[src/rtl/rnd_word_pkg.sv]
package rnd_word_pkg;

    typedef enum logic {
        SLOT_EMPTY = 1'b0,
        SLOT_FULL  = 1'b1
    } slot_state_e;

    typedef enum logic [1:0] {
        ACT_HOLD    = 2'd0,
        ACT_FILL    = 2'd1,
        ACT_CONSUME = 2'd2
    } slot_act_e;

    typedef struct packed {
        logic hit_data;
        logic hit_stat;
    } rd_sel_t;

    // Decide what the slot does on this edge.
    function automatic slot_act_e slot_next_act(
        input slot_state_e st,
        input logic        ack,
        input logic        data_rd
    );
        slot_act_e act;
        act = ACT_HOLD;
        if (st == SLOT_EMPTY) begin
            if (ack) act = ACT_FILL;
        end else begin
            if (data_rd) act = ACT_CONSUME;
        end
        return act;
    endfunction

endpackage

[src/rtl/rnd_addr_dec.sv]
module rnd_addr_dec
    import rnd_word_pkg::*;
#(
    parameter int ADDR_W   = 4,
    parameter int DATA_OFS = 0,
    parameter int STAT_OFS = 4
) (
    input  logic              rd_en,
    input  logic [ADDR_W-1:0] rd_addr,
    output rd_sel_t           sel
);
    localparam logic [ADDR_W-1:0] DATA_A = ADDR_W'(DATA_OFS);
    localparam logic [ADDR_W-1:0] STAT_A = ADDR_W'(STAT_OFS);

    always_comb begin
        sel.hit_data = rd_en && (rd_addr == DATA_A);
        sel.hit_stat = rd_en && (rd_addr == STAT_A);
    end
endmodule

[src/rtl/rnd_slot.sv]
module rnd_slot
    import rnd_word_pkg::*;
#(
    parameter int DATA_W = 32
) (
    input  logic              clk,
    input  logic              rst,
    input  logic              ack,
    input  logic [DATA_W-1:0] ack_word,
    input  logic              data_rd,
    output logic              full,
    output logic [DATA_W-1:0] word
);
    slot_state_e       st_q;
    logic [DATA_W-1:0] word_q;
    slot_act_e         act;

    always_comb act = slot_next_act(st_q, ack, data_rd);

    always_ff @(posedge clk) begin
        if (rst) begin
            st_q   <= SLOT_EMPTY;
            word_q <= '0;
        end else begin
            case (act)
                ACT_FILL: begin
                    st_q   <= SLOT_FULL;
                    word_q <= ack_word;
                end
                ACT_CONSUME: begin
                    st_q   <= SLOT_EMPTY;
                    word_q <= '0;
                end
                default: ;
            endcase
        end
    end

    assign full = (st_q == SLOT_FULL);
    assign word = word_q;
endmodule

[src/rtl/rnd_rd_mux.sv]
module rnd_rd_mux
    import rnd_word_pkg::*;
#(
    parameter int DATA_W = 32
) (
    input  rd_sel_t           sel,
    input  logic              full,
    input  logic [DATA_W-1:0] word,
    output logic [DATA_W-1:0] rd_data
);
    always_comb begin
        rd_data = '0;
        if (sel.hit_data && full) rd_data = word;
        else if (sel.hit_stat)    rd_data = {{(DATA_W-1){1'b0}}, full};
    end
endmodule

[src/rtl/rnd_word_reg.sv]
module rnd_word_reg
    import rnd_word_pkg::*;
#(
    parameter int DATA_W   = 32,
    parameter int ADDR_W   = 4,
    parameter int DATA_OFS = 0,
    parameter int STAT_OFS = 4
) (
    input  logic              clk,
    input  logic              rst,
    input  logic              rd_en,
    input  logic [ADDR_W-1:0] rd_addr,
    output logic [DATA_W-1:0] rd_data,
    output logic              ent_req,
    input  logic              ent_ack,
    input  logic [DATA_W-1:0] ent_data
);
    rd_sel_t           sel;
    logic              full;
    logic [DATA_W-1:0] word;

    rnd_addr_dec #(
        .ADDR_W  (ADDR_W),
        .DATA_OFS(DATA_OFS),
        .STAT_OFS(STAT_OFS)
    ) u_dec (
        .rd_en  (rd_en),
        .rd_addr(rd_addr),
        .sel    (sel)
    );

    rnd_slot #(.DATA_W(DATA_W)) u_slot (
        .clk     (clk),
        .rst     (rst),
        .ack     (ent_ack),
        .ack_word(ent_data),
        .data_rd (sel.hit_data),
        .full    (full),
        .word    (word)
    );

    rnd_rd_mux #(.DATA_W(DATA_W)) u_mux (
        .sel    (sel),
        .full   (full),
        .word   (word),
        .rd_data(rd_data)
    );

    // Empty always means a fetch is outstanding.
    assign ent_req = ~full;
endmodule

[config.mk]
export PLATFORM = sky130hd
export DESIGN_NAME = rnd_word_reg
export DESIGN_NICKNAME = d
export VERILOG_FILES = /design/src/rtl/rnd_word_pkg.sv /design/src/rtl/rnd_addr_dec.sv /design/src/rtl/rnd_slot.sv /design/src/rtl/rnd_rd_mux.sv /design/src/rtl/rnd_word_reg.sv
export SDC_FILE = /design/constraint.sdc
export NUM_CORES = 1
export LEC_CHECK = 0
export ABC_AREA = 1
export BUFFER_PORTS_ARGS = -buffer_cell sky130_fd_sc_hd__buf_2
export CORE_AREA = 2 2 70 56
export DETAILED_ROUTE_END_ITERATION = 10
export DIE_AREA = 0 0 72 58
export GPL_ROUTABILITY_DRIVEN = 0
export HOLD_SLACK_MARGIN = 0.05
export PLACE_DENSITY = 0.86
export SLEW_MARGIN = 20
export SYNTH_ARGS = -nofsm -noshare
export SYNTH_HDL_FRONTEND = slang
export SYNTH_SLANG_ARGS = --single-unit
[constraint.sdc]
create_clock -name clk -period 1.9 [get_ports clk]
set_input_delay 0.285 -clock clk [delete_from_list [all_inputs] [get_ports clk]]
set_output_delay 0.285 -clock clk [all_outputs]
set_load 0.005 [all_outputs]
== Word level (Yosys, flattened, before mapping) ==
Index checks and enable logic that the tools add are counted.

* Input port bits: 40
* Register bits after elaboration: 33

* Equality and inequality tests: 3
* Reduce and logical (&&, ||, !) cells: 5
* Muxes and demuxes: 7
* Bitwise logic cells: 1

{| class="wikitable"
|+ Operators with widths
! kind !! count
|-
| one-hot mux 32 bit (2 select lines) || 1
|-
| two-way mux 32 bit || 1
|-
| equality test 4 x 3 -> 1 bit, second input constant || 1
|-
| logical NOT 4 bit || 1
|-
| two-way mux 2 bit || 2
|-
| logical AND 1 bit || 3
|-
| equality test 2 x 1 -> 1 bit, second input constant || 1
|-
| equality test 2 bit, second input constant || 1
|-
| two-way mux 1 bit || 2
|-
| one-hot mux 1 bit (2 select lines) || 1
|-
| nonzero test 2 bit || 1
|-
| NOT 1 bit || 1
|}

== Logic depth before layout (Yosys ltp) ==
* Depth after elaboration: 6
* Gate-level depth with buffers: 11

== Cells and area by module ==
Synthesis repeated with hierarchy kept, for this count alone.

* Cells, all modules: 228
* Area, all modules: 1622.8 um2

{| class="wikitable"
|+ Modules (own cells, without submodules)
! module !! instances !! area an instance (um2) !! cells each
|-
| rnd_slot || 1 || 1206.2 || 149
|-
| rnd_rd_mux || 1 || 380.4 || 70
|-
| rnd_addr_dec || 1 || 32.5 || 8
|-
| rnd_word_reg || 1 || 3.8 || 1
|}

== Worst setup path after synthesis ==
OpenSTA, ideal clock, no wires.

* Kind: register to register
* Start point: register u_slot.st_q (netlist: u_slot.full)
* End point: register u_slot.word_q[10] (netlist: u_slot.word[10])
* Setup time: 0.070 ns
* Data arrival time: 1.572 ns
* Stages on the path, launching flop included: 12
* Data required time: 1.830 ns
* Slack: 0.257 ns
* Cell sequence: dfxtp_1 > inv_2 > nor2_2 > nand3_2 > buf_2 > inv_1 > ha_1 > buf_6 > nor2_8 > buf_6 > nand2_1 > a21oi_1

* Longest elaborated chain between the ends: 3

{| class="wikitable"
|+ RTL lines
! what !! line !! source
|-
| start: declaration || rnd_slot.sv:14 || <nowiki>slot_state_e st_q;</nowiki>
|-
| start signal: assignment || rnd_slot.sv:22 || <nowiki>st_q <= SLOT_EMPTY;</nowiki>
|-
| start signal: assignment || rnd_slot.sv:27 || <nowiki>st_q <= SLOT_FULL;</nowiki>
|-
| start signal: assignment || rnd_slot.sv:31 || <nowiki>st_q <= SLOT_EMPTY;</nowiki>
|-
| two-way mux 2 bit * || rnd_word_pkg.sv:27 || <nowiki>if (st == SLOT_EMPTY) begin</nowiki>
|-
| equality test 2 bit or equality test 2 x 1 -> 1 bit (tied branches) || rnd_slot.sv:25 || <nowiki>case (act)</nowiki>
|-
| one-hot mux 32 bit (2 select lines) or nonzero test 2 bit (tied branches) || n/a ||
|-
| end signal: assignment || rnd_slot.sv:28 || <nowiki>word_q <= ack_word;</nowiki>
|-
| end: declaration || rnd_slot.sv:15 || <nowiki>logic [DATA_W-1:0] word_q;</nowiki>
|}

Mark *: on every way between the ends. The rest lies on a longest branch, timed or not.
A chain may end at the register's enable or synchronous reset.

== Final worst setup path ==
* Start point: register u_slot.st_q (netlist: u_slot.full)
* End point: register u_slot.word_q[7] (netlist: u_slot.word[7])

The elaborated chain is that of the path after synthesis.

==> flow_metrics.py <==
metrics = {
    "power_and_ir_drop": {
        "ir_drop_v": 0.000464,
        "comb_power_share_pct": 12.9,
        "pwr-share-clk_pct": 33.9,
        "p_sw_mw": 0.354,
        "internal_power_mw": 1.08,
        "p_per_area_nw_per_um2": 743,
        "seqPwrFrac_pct": 53.2,
        "p_leak_nw": 0.924,
        "p_total_mw": 1.43,
        "swShare_pct": 24.7,
    },
    "sta": {
        "hold_viol": 0,
        "skew_ns": 0.00158,
        "worst_pin_slew_ns": 0.580,
        "setup_viol": 0,
        "holdWs_ns": 0.255,
        "max_freq_mhz": 583,
        "setup_slack_ns": 0.183,
        "grt_setup_unrepaired": "no",
        "min_period_over_period_pct": 90.4,
        "slew_violations": 0,
        "fin_crit_ns": 1.72,
        "tns_ns": 0,
        "slew_headroom_pct": 61.3,
    },
    "cts": {
        "clockRootBuffer": "clkbuf_8",
        "clk_path_buf_depth": 2,
        "postCtsHoldBufs": 0,
        "clk_pin_slew_ns": 0.06,
        "cts_tree": "built",
        "cts_num_sinks": 33,
        "cts_resized": 0,
        "htree_levels": 2,
        "post-cts-setup-buffers": 0,
        "worst_skew_pair.late_latency_ns": 0.27,
        "numCtsBuffers": 5,
    },
    "critical_path": {
        "cp.arrival_ns": 1.92,
        "crit_fanout": 32,
        "cpPeakStageDelay_ns": 0.38,
        "critPathTopFamily": "simple AND/OR/NAND/NOR gates",
        "path_cells": "inv_2 > nor2_2 > nand3_2 > inv_1 > ha_1 > nor2_8 > nand2_1 > a21oi_1",
        "crit_path_start_kind": "register",
        "crit_path_top_delay_cell": "nor2_8",
        "end_kind": "register",
        "worstSetupPathType": "register to register",
        "rr_worst_depth": 8,
        "cp.required_ns": 2.10,
        "path_buf_inv": 2,
        "cp.depth": 8,
    },
    "layout": {
        "design_area_um2": 1930,
        "drive_gt1_share_pct": 28.7,
        "nNetsFinal": 334,
        "final_cells": 335,
        "antennaDiodeCount": 0,
        "fin_util_pct": 55.1,
        "nFillCells": 363,
        "syn_to_final_growth_pct": 28.3,
    },
    "die": {
        "start_util_pct": 43.0,
        "std_cell_rows": 19,
        "coreArea_um2": 3490,
        "die_area_um2": 4180,
        "die_w_um": 72,
        "io_pins": 73,
        "chipHeight_um": 58,
    },
    "synth": {
        "yosysUniqueCellTypes": 15,
        "seq_area_frac_synth_pct": 44.0,
        "synth_warnings": 0,
        "synth_top_cell_by_area": "dfxtp_1",
        "synth_area_leaders": "dfxtp_1, nand2_1, a21oi_1",
        "ys_seq_elements": 33,
        "synth_area_um2": 1500,
        "postSynthCellCount": 224,
        "syn_avg_cell_area_um2": 6.70,
        "yosysTopAreaCellShare_pct": 44.0,
        "synth_nets": 266,
    },
    "routing": {
        "route.detailed.drc": 0,
        "via_per_inst": 4.42,
        "vias": 1481,
        "dr.pass1.iters": 4,
        "ant_nets": 0,
        "drt_iter0_drc": 57,
        "wirelength_um": 3300,
        "wl_per_cell_um": 9.84,
    },
    "place": {
        "place_inst": 327,
        "pre_cts_slack_ns": 0.129,
        "postPlaceCellArea_um2": 1850,
        "dp_hpwl_um": 2350,
        "port_buffers": 72,
    },
    "grt": {
        "grt_max_degree": 34,
        "grt_pass1_wl_um": 5450,
        "grt-ovfl-total": 0,
        "grt_pass1_vias": 1312,
        "track_usage_pct": 17.0,
        "antenna_found_initial": 0,
    },
    "min_path": {
        "hold_class": "primary input to register",
        "hold_depth": 3,
    },
    "status": {
        "status": "finished clean",
    },
    "flow_run": {
        "drv_cap": 0,
    },
}
==> area by class of cell <==
| type | count | area (um2) | area share, % |
|---|---|---|---|
| multi-input cells | 142 | 618 | 32.1 |
| well taps | 42 | 52.6 | 2.73 |
| repair buffers | 75 | 383 | 19.9 |
| flip-flops and latches | 33 | 661 | 34.3 |
| clock buffers | 8 | 80.1 | 4.16 |
| inverters | 35 | 131 | 6.82 |
==> worst reg2reg max path, cell delays in order (launching register included) <==
cell and delay [ns]:
dfxtp_1 0.34, inv_2 0.06, nor2_2 0.11, nand3_2 0.08, inv_1 0.09, ha_1 0.31, nor2_8 0.38, nand2_1 0.11
a21oi_1 0.15
==> logic make-up (layout without fill, tap and decap cells) <==
family          count (synthesis)  in the layout  synth area share, %
flops                          33             33                 44.0
buf+inv                        49            118                 14.8
simple gates                  106            106                 28.2
fa+ha+maj                       2              2                 1.67
compound gates                 34             34                 11.3
==> cells in the mapped netlist <==
master / instances
inv_1: 34
nand2_1: 66
o21ai_0: 1
clkbuf_2: 1
dfxtp_1: 33
buf_2: 6
ha_1: 2
nand3_2: 1
buf_6: 4
nor2_1: 37
inv_2: 1
clkbuf_1: 3
a21oi_1: 33
nor2_8: 1
nor2_2: 1
==> layer usage <==
metal | vias up | routed length, um | share of wire (%) | track usage, %
li1 | 797 | - | - | -
met4 | 0 | 39 | 1.2 | 7.28
met5 | - | 0 | 0 | 0
met2 | 51 | 1550 | 47 | 29.8
met3 | 5 | 230 | 7.0 | 4.87
met1 | 628 | 1480 | 45 | 19.5
==> cells in the final DEF, fill, tap and decap left out, drive strengths merged <==
cell and count:
nand3 1, a21oi 33, o21ai 1, nand2 66
clkbuf 8, nor2 39, inv 35, dfxtp 33
ha 2, buf 75
==> power groups by stage <==
stage / registers (mW) / clock network [mW] / logic (mW)
final: 0.762 / 0.484 / 0.184
after floorplan: 0.770 / 0 / 0.136
after CTS: 0.762 / 0.502 / 0.189
after global placement: 0.774 / 0 / 0.182
after global routing: 0.768 / 0.534 / 0.215
after detailed placement: 0.776 / 0 / 0.188
==> sequential cells by signal, summed over array words and instances, names as in the netlist <==
signal and flops:
u_slot.full 1, u_slot.word 32
==> final timing paths <==
check / start / end / slack (ns)
worst max register to register: u_slot.full$_SDFFE_PP0P_ / u_slot.word[7]$_SDFFE_PP0P_ / 0.18
worst min register to register: u_slot.word[17]$_SDFFE_PP0P_ / u_slot.word[17]$_SDFFE_PP0P_ / 0.46
worst max-delay path: u_slot.full$_SDFFE_PP0P_ / u_slot.word[7]$_SDFFE_PP0P_ / 0.18
worst min-delay path: ent_data[1] / u_slot.word[1]$_SDFFE_PP0P_ / 0.26
(Power assumes the default switching activity.)
